**src/rtl/pia_pkg.sv**
```systemverilog
package pia_pkg;
  localparam int REG_W = 8;
  localparam int LINES = 2;
  typedef logic [REG_W-1:0] reg_t;

  localparam reg_t OFS_STAT_L1 = 8'h01;
  localparam reg_t OFS_STAT_L2 = 8'h02;
  localparam reg_t OFS_TEST    = 8'h03;

  typedef enum logic [1:0] {
    SEL_NONE = 2'd0,
    SEL_L1   = 2'd1,
    SEL_L2   = 2'd2,
    SEL_TEST = 2'd3
  } reg_sel_e;

  function automatic reg_sel_e decode_ofs(input reg_t a);
    case (a)
      OFS_STAT_L1: return SEL_L1;
      OFS_STAT_L2: return SEL_L2;
      OFS_TEST:    return SEL_TEST;
      default:     return SEL_NONE;
    endcase
  endfunction
endpackage

```
**src/rtl/pia_test_reg.sv**
```systemverilog
module pia_test_reg
  import pia_pkg::*;
#(
  parameter int NUM_BANKS = 6
) (
  input  logic                 clk,
  input  logic                 rst_n,
  input  logic                 wr_en,
  input  reg_sel_e             sel,
  input  reg_t                 wr_data,
  output logic [NUM_BANKS-1:0] test_q
);
  // Only populated positions are stored; upper bits are dropped on write.
  always_ff @(posedge clk or negedge rst_n) begin
    if (!rst_n)
      test_q <= '0;
    else if (wr_en && sel == SEL_TEST)
      test_q <= wr_data[NUM_BANKS-1:0];
  end
endmodule

```
**src/rtl/pia_line_merge.sv**
```systemverilog
module pia_line_merge
  import pia_pkg::*;
#(
  parameter int NUM_BANKS = 6
) (
  input  logic                 clk,
  input  logic                 rst_n,
  input  logic [NUM_BANKS-1:0] req,
  input  logic [NUM_BANKS-1:0] force_bits,
  output reg_t                 status,
  output logic                 pin_n
);
  // Live status: no storage, no mask.
  always_comb begin
    status = '0;
    status[NUM_BANKS-1:0] = req | force_bits;
  end

  // Registered pin to keep the external line glitch free.
  always_ff @(posedge clk or negedge rst_n) begin
    if (!rst_n)
      pin_n <= 1'b1;
    else
      pin_n <= ~(|status);
  end
endmodule

```
**src/rtl/pia_read_port.sv**
```systemverilog
module pia_read_port
  import pia_pkg::*;
#(
  parameter int NUM_BANKS = 6
) (
  input  logic                 clk,
  input  logic                 rst_n,
  input  logic                 rd_en,
  input  reg_sel_e             sel,
  input  reg_t                 stat_l1,
  input  reg_t                 stat_l2,
  input  logic [NUM_BANKS-1:0] test_q,
  output reg_t                 rd_data
);
  reg_t rd_mux;

  always_comb begin
    rd_mux = '0;
    unique case (sel)
      SEL_L1:   rd_mux = stat_l1;
      SEL_L2:   rd_mux = stat_l2;
      SEL_TEST: rd_mux[NUM_BANKS-1:0] = test_q;
      default:  rd_mux = '0;
    endcase
  end

  always_ff @(posedge clk or negedge rst_n) begin
    if (!rst_n)
      rd_data <= '0;
    else
      rd_data <= rd_en ? rd_mux : '0;
  end
endmodule

```
**src/rtl/pia_top.sv**
```systemverilog
module pia_top
  import pia_pkg::*;
#(
  parameter int NUM_BANKS = 6
) (
  input  logic                 clk,
  input  logic                 rst_n,
  input  logic [NUM_BANKS-1:0] bank_req_l1,
  input  logic [NUM_BANKS-1:0] bank_req_l2,
  input  logic [7:0]           reg_addr,
  input  logic                 reg_wr_en,
  input  logic [7:0]           reg_wr_data,
  input  logic                 reg_rd_en,
  output logic [7:0]           reg_rd_data,
  output logic [1:0]           irq_n
);
  reg_sel_e             sel;
  logic [NUM_BANKS-1:0] test_q;
  logic [NUM_BANKS-1:0] req_arr [LINES];
  reg_t                 stat_arr [LINES];

  assign sel        = decode_ofs(reg_addr);
  assign req_arr[0] = bank_req_l1;
  assign req_arr[1] = bank_req_l2;

  pia_test_reg #(.NUM_BANKS(NUM_BANKS)) u_test (
    .clk(clk), .rst_n(rst_n), .wr_en(reg_wr_en), .sel(sel),
    .wr_data(reg_wr_data), .test_q(test_q)
  );

  for (genvar g = 0; g < LINES; g++) begin : g_line
    pia_line_merge #(.NUM_BANKS(NUM_BANKS)) u_merge (
      .clk(clk), .rst_n(rst_n), .req(req_arr[g]), .force_bits(test_q),
      .status(stat_arr[g]), .pin_n(irq_n[g])
    );
  end

  pia_read_port #(.NUM_BANKS(NUM_BANKS)) u_rd (
    .clk(clk), .rst_n(rst_n), .rd_en(reg_rd_en), .sel(sel),
    .stat_l1(stat_arr[0]), .stat_l2(stat_arr[1]), .test_q(test_q),
    .rd_data(reg_rd_data)
  );
endmodule

```
**config.mk**
```make
export PLATFORM = sky130hd
export DESIGN_NAME = pia_top
export DESIGN_NICKNAME = d
export VERILOG_FILES = /design/src/rtl/pia_pkg.sv /design/src/rtl/pia_test_reg.sv /design/src/rtl/pia_line_merge.sv /design/src/rtl/pia_read_port.sv /design/src/rtl/pia_top.sv
export SDC_FILE = /design/constraint.sdc
export NUM_CORES = 1
export LEC_CHECK = 0
export ABC_AREA = 1
export BUFFER_PORTS_ARGS = -buffer_cell sky130_fd_sc_hd__buf_2
export CORE_ASPECT_RATIO = 0.8
export CORE_UTILIZATION = 47
export CTS_CLUSTER_SIZE = 8
export DETAILED_ROUTE_END_ITERATION = 6
export PLACE_DENSITY = 0.8
export SLEW_MARGIN = 25
export SYNTH_ARGS = -nofsm -noshare
export SYNTH_HDL_FRONTEND = slang
export SYNTH_HIERARCHICAL = 1
export SYNTH_SLANG_ARGS = --single-unit
```
**constraint.sdc**
```tcl
create_clock -name clk -period 1.42 [get_ports clk]
set_clock_uncertainty 0.2 [all_clocks]
set_input_delay 0.142 -clock clk [delete_from_list [all_inputs] [get_ports clk]]
set_output_delay 0.142 -clock clk [all_outputs]
set_load 0.03 [all_outputs]
```
# Word level (Yosys, flattened, before mapping)
# Index checks and enable logic that the tools add are counted.
[word_totals]
inputBits = 32
word_cells = 20
out_inout_bits = 10
register_bits = 16
[classes]
reduce_logical = 3
bitwise = 4
n_eq_ne = 6
muxes = 3
[ops]
columns = ["op", "n"]
rows = [
  ["$pmux W6 S3", 1],
  ["$eq A8 B2 Y1 const B", 2],
  ["$or A6 B6 Y6", 2],
  ["$reduce_or A6 Y1", 2],
  ["$eq A8 B1 Y1 const B", 1],
  ["$mux W6", 1],
  ["$pmux W2 S3", 1],
  ["$eq A2 B2 Y1 const B", 2],
  ["$eq A2 B1 Y1 const B", 1],
  ["$not A1 Y1", 2],
  ["$logic_and A1 B1 Y1", 1],
]

# Depth between registers and ports, before layout
[depth]
word_depth = 5
depth_mapped = 10
depth_no_buf = 9

# Modules after synthesis
# The synthesis kept the hierarchy.
[modules_own_cells]
columns = ["module", "area_per_inst_um2", "cells_per_inst", "seq_area_each_um2", "n_inst"]
rows = [
  ["pia_read_port", 449.2, 61, 200.2, 1],
  ["pia_line_merge", 143.9, 27, 26.3, 2],
  ["pia_test_reg", 242.7, 25, 150.1, 1],
  ["pia_top", 32.5, 8, 0.0, 1],
]

# Worst setup path after synthesis
# OpenSTA, ideal clock, no wires.
[synth_timing]
path_type = "in2reg"
from = "input reg_addr[3]"
to = "register u_rd.rd_data[4]"
n_path_buf = 1
setup_time_ns = 0.113
required_ns = 1.107
t_arrival_ns = 1.359
cell_stages = 10
path_slack_ns = -0.251
cell_sequence = "nor2_2 nand2_1 nor2_1 inv_1 ha_1 buf_2 nand2_1 nand3_1 nand2_1 inv_1"
[synth_via]
elab_chain_len = 5
word_cells_on_any_way = 9
classes_between = "6 x eq/ne; 3 x mux"
[synth_rtl]
columns = ["item", "line", "rtl"]
rows = [
  ["start: declaration", "pia_top.sv:10", "input logic [7:0] reg_addr,"],
  ["$eq A8 B2 Y1 or $eq A8 B1 Y1 (tied branches)", "pia_pkg.sv:18", "case (a)"],
  ["$pmux W2 S3 (*)", "pia_pkg.sv:18", ""],
  ["net sel[0]", "pia_top.sv:17", "reg_sel_e sel;"],
  ["$eq A2 B2 Y1 (tied with other cells)", "pia_read_port.sv:19", "unique case (sel)"],
  ["$pmux W6 S3 (*)", "pia_read_port.sv:19", ""],
  ["$mux W6 (*)", "pia_read_port.sv:31", "rd_data <= rd_en ? rd_mux : '0;"],
  ["end signal: assignment", "pia_read_port.sv:31", ""],
  ["end: declaration", "pia_read_port.sv:13", "output reg_t rd_data"],
]
# Mark *: on every way through the listed nets, which the timed path passes. The rest lies on a longest branch.
# A chain may end at the register's enable or synchronous reset.

# Worst setup path in the final report
[layout_timing]
from = "register g_line[1].u_merge.pin_n"
to = "output irq_n[1]"
[layout_lines]
columns = ["item", "line", "rtl"]
rows = [
  ["start: declaration", "pia_line_merge.sv:11", "output logic pin_n"],
  ["start signal: assignment", "pia_line_merge.sv:24", "pin_n <= ~(|status);"],
  ["end: declaration", "pia_top.sv:15", "output logic [1:0] irq_n"],
]
# No word-level cell between the ends.

==> metrics.yaml <==
sta:
  finalCritPeriodShare_pct: 93.4
  timing.final.max_slew_violations: 0
  setup_viol: 0
  post-route-min-period_ns: 1.33
  worst_hold_slack_ns: 0.0978
  timing_hold_violations_final: 0
  max_freq_mhz: 754
  rsz0062_at_grt: "false"
synthesis:
  yosys_most_used_dff: "dfrtp_1"
  yosys.area.top_type: "dfrtp_1"
  synthMostInstantiatedCell: "nand2_1"
  yosys-top-cells-area: "dfrtp_1, nand2_1, inv_1"
  yosysWarningCount: 6
  synth.lib_cells_used.distinct: 17
  synthesis.instances: 148
  synth_area_per_cell_um2: 6.84
  netlist_top_cells_count: "nand2_1, inv_1, dfrtp_1, nand4_1, nor2_1"
  netlist_area_um2: 1010
  fraction_of_the_yosys_area_taken_by_sequential_cells_pct: 39.8
  synth_seq_cells: 16
  postSynth.asyncResetShare_pct: 100
  number_of_synthesized_flops_with_an_enable_pin: 0
  share_of_the_synthesized_area_in_the_top_cell_type_pct: 34.6
critical_path:
  cp_slowest_cell: "dfstp_2"
  cp-start-kind: "flop"
  critical_path.max_fanout: 1
  arrival_ns: 0.98
  worst_path_dominant_cell_family: "flip-flops"
  crit_type: "reg2out"
  worstPathBufferInverterCount: 1
  sequence_of_cells_on_the_critical_path: "buf_2"
  max_stage_delay_ns: 0.52
  critical_path_required_ns: 1.08
  crit_path_end_kind: "primary output"
clock_tree:
  tritoncts.num_buffers: 3
  clk-insertion-delay-late_ns: 0.28
  cts_htree_levels: 1
  clockBufferDepth: 2
  cts_tree: "built"
  cts_root_buf: "clkbuf_4"
  post_cts.repair.setup_buffers: 0
  clock-sinks: 16
  clock_transition_at_the_registers_of_the_reported_paths_ns: 0.09
floorplan:
  pin_count: 42
  initial_utilization_pct: 52.1
  die_w_um: 53.9
  die_y_um: 43.5
  coreArea_um2: 1940
  design.die.area_um2: 2340
  row_count: 14
final_layout:
  nets: 249
  fillCellCount: 130
  fraction_of_layout_cells_with_a_size_suffix_above_1_pct: 34.9
  final_area_um2: 1510
  area_growth_syn_to_layout_pct: 48.8
  num_antenna_cells: 0
  post_layout_nonfiller_instances: 236
  postLayoutCoreUtil_pct: 77.5
route:
  routed-via-count: 1070
  via_per_inst: 4.53
  wl_per_cell_um: 10.1
  ant_nets: 0
  drc_errors: 0
  starting_drt_drc_count: 29
  routed_wirelength_um: 2380
  length_of_the_first_detailed_routing_pass_in_iterations: 4
placement:
  place_inst: 211
  final_estimated_routing_congestion_in_global_placement: 0.828
  numPortBuffers: 39
  post_dp_cell_area_um2: 1260
  detailed_placement_hpwl_um: 1640
hold_path:
  hold_path.class: "in2async"
global_route:
  grt_start_max_net_pins: 17
  first_global_vias: 1011
  grt_overflow: 0
  grt.total_usage_pct: 24.2
  antenna_found_initial: 0
  global_route_wire_length_before_repair_um: 4060
pwr:
  ir_worst_vdd_mv: 0.575
  static-leakage-power_nw: 0.864
  cellPowerDensity_nw_per_um2: 594
  p_total_w: 0.000895
run_status:
  run_status: "completed"
run:
  cap_viol_max_count: 0
## registers in the layout (all words and copies together) (netlist names)
name and count:
u_test/test_q 6, g_line.u_merge/pin_n 2, u_rd/rd_data 8
## cells in the final DEF (no fill, tap or decap)
master | Yosys | layout
nor2_4 | 0 | 2
clkbuf_4 | 0 | 3
nand2_1 | 52 | 51
a21oi_1 | 2 | 2
buf_2 | 1 | 39
nor2_2 | 4 | 6
nand2_2 | 6 | 7
nor2_1 | 8 | 4
nand3_1 | 6 | 6
conb_1 | 2 | 4
ha_1 | 4 | 3
inv_2 | 6 | 8
ha_2 | 0 | 1
clkbuf_8 | 0 | 1
nand3_2 | 1 | 1
dfstp_2 | 2 | 2
dfrtp_1 | 14 | 14
inv_1 | 27 | 25
buf_4 | 4 | 4
dlygate4sd3_1 | 0 | 21
nand4_1 | 8 | 8
## repair_timing
item                                   in CTS  in global routing
resized for setup                           0                  0
hold buffers                               21                  0
endpoints found under the hold margin      26                  0
## per-stage QoR
step | worst slack [ns] | TNS, ns
6_report | 0.0937 | 0
5_1_grt | 0.0527 | 0
2_1_floorplan | 0.000331 | 0
4_1_cts | 0.0859 | 0
3_5_place_dp | -0.0952 | -0.529
3_3_place_gp | -0.0556 | -0.319
## cell families after synthesis
kind of cell    count (synthesis)  share of synthesized area [%]
flops                          16                           39.8
buf+inv                        39                           16.2
simple gates                   85                           37.3
fa+ha+maj                       4                           4.94
other cells                     2                          0.742
compound gates                  2                          0.989
## layout make-up
class / instances / area [um2] / area share [%]
clock buffer: 4 / 36.3 / 2.41
multi-input combinational: 95 / 478 / 31.7
timing repair buffer: 64 / 435 / 28.9
inverter: 33 / 124 / 8.22
tap: 24 / 30.0 / 1.99
sequential: 16 / 403 / 26.7
## worst paths after layout
check | from | to | slack (ns) | depth (start not counted)
worst max-delay path | g_line[1].u_merge/pin_n | irq_n[1] | 0.09 | 1
worst max register to register | u_test/test_q[2] | u_rd/rd_data[2] | 0.31 | 6
worst min-delay path | rst_n | u_test/test_q[5] | 0.1 | 2
worst min register to register | u_test/test_q[5] | u_test/test_q[5] | 0.35 | 2
max in group asynchronous | rst_n | g_line[0].u_merge/pin_n | 0.61 | 2
min in group clk | reg_addr[1] | u_test/test_q[2] | 0.22 | 6
## power breakdown
group	switching [W]	internal [W]
clock	0.000135	0.000156
sequential	0.000000342	0.000457
combinational	0.0000646	0.0000831
## routing by layer
layer	global-route usage, %	vias up	wire (um)
met5	0	-	0
met3	8.42	4	145
met4	6.32	0	38
met2	42.0	43	1210
li1	-	555	-
met1	27.9	468	984
No activity file was read; power rests on OpenSTA's default activity.
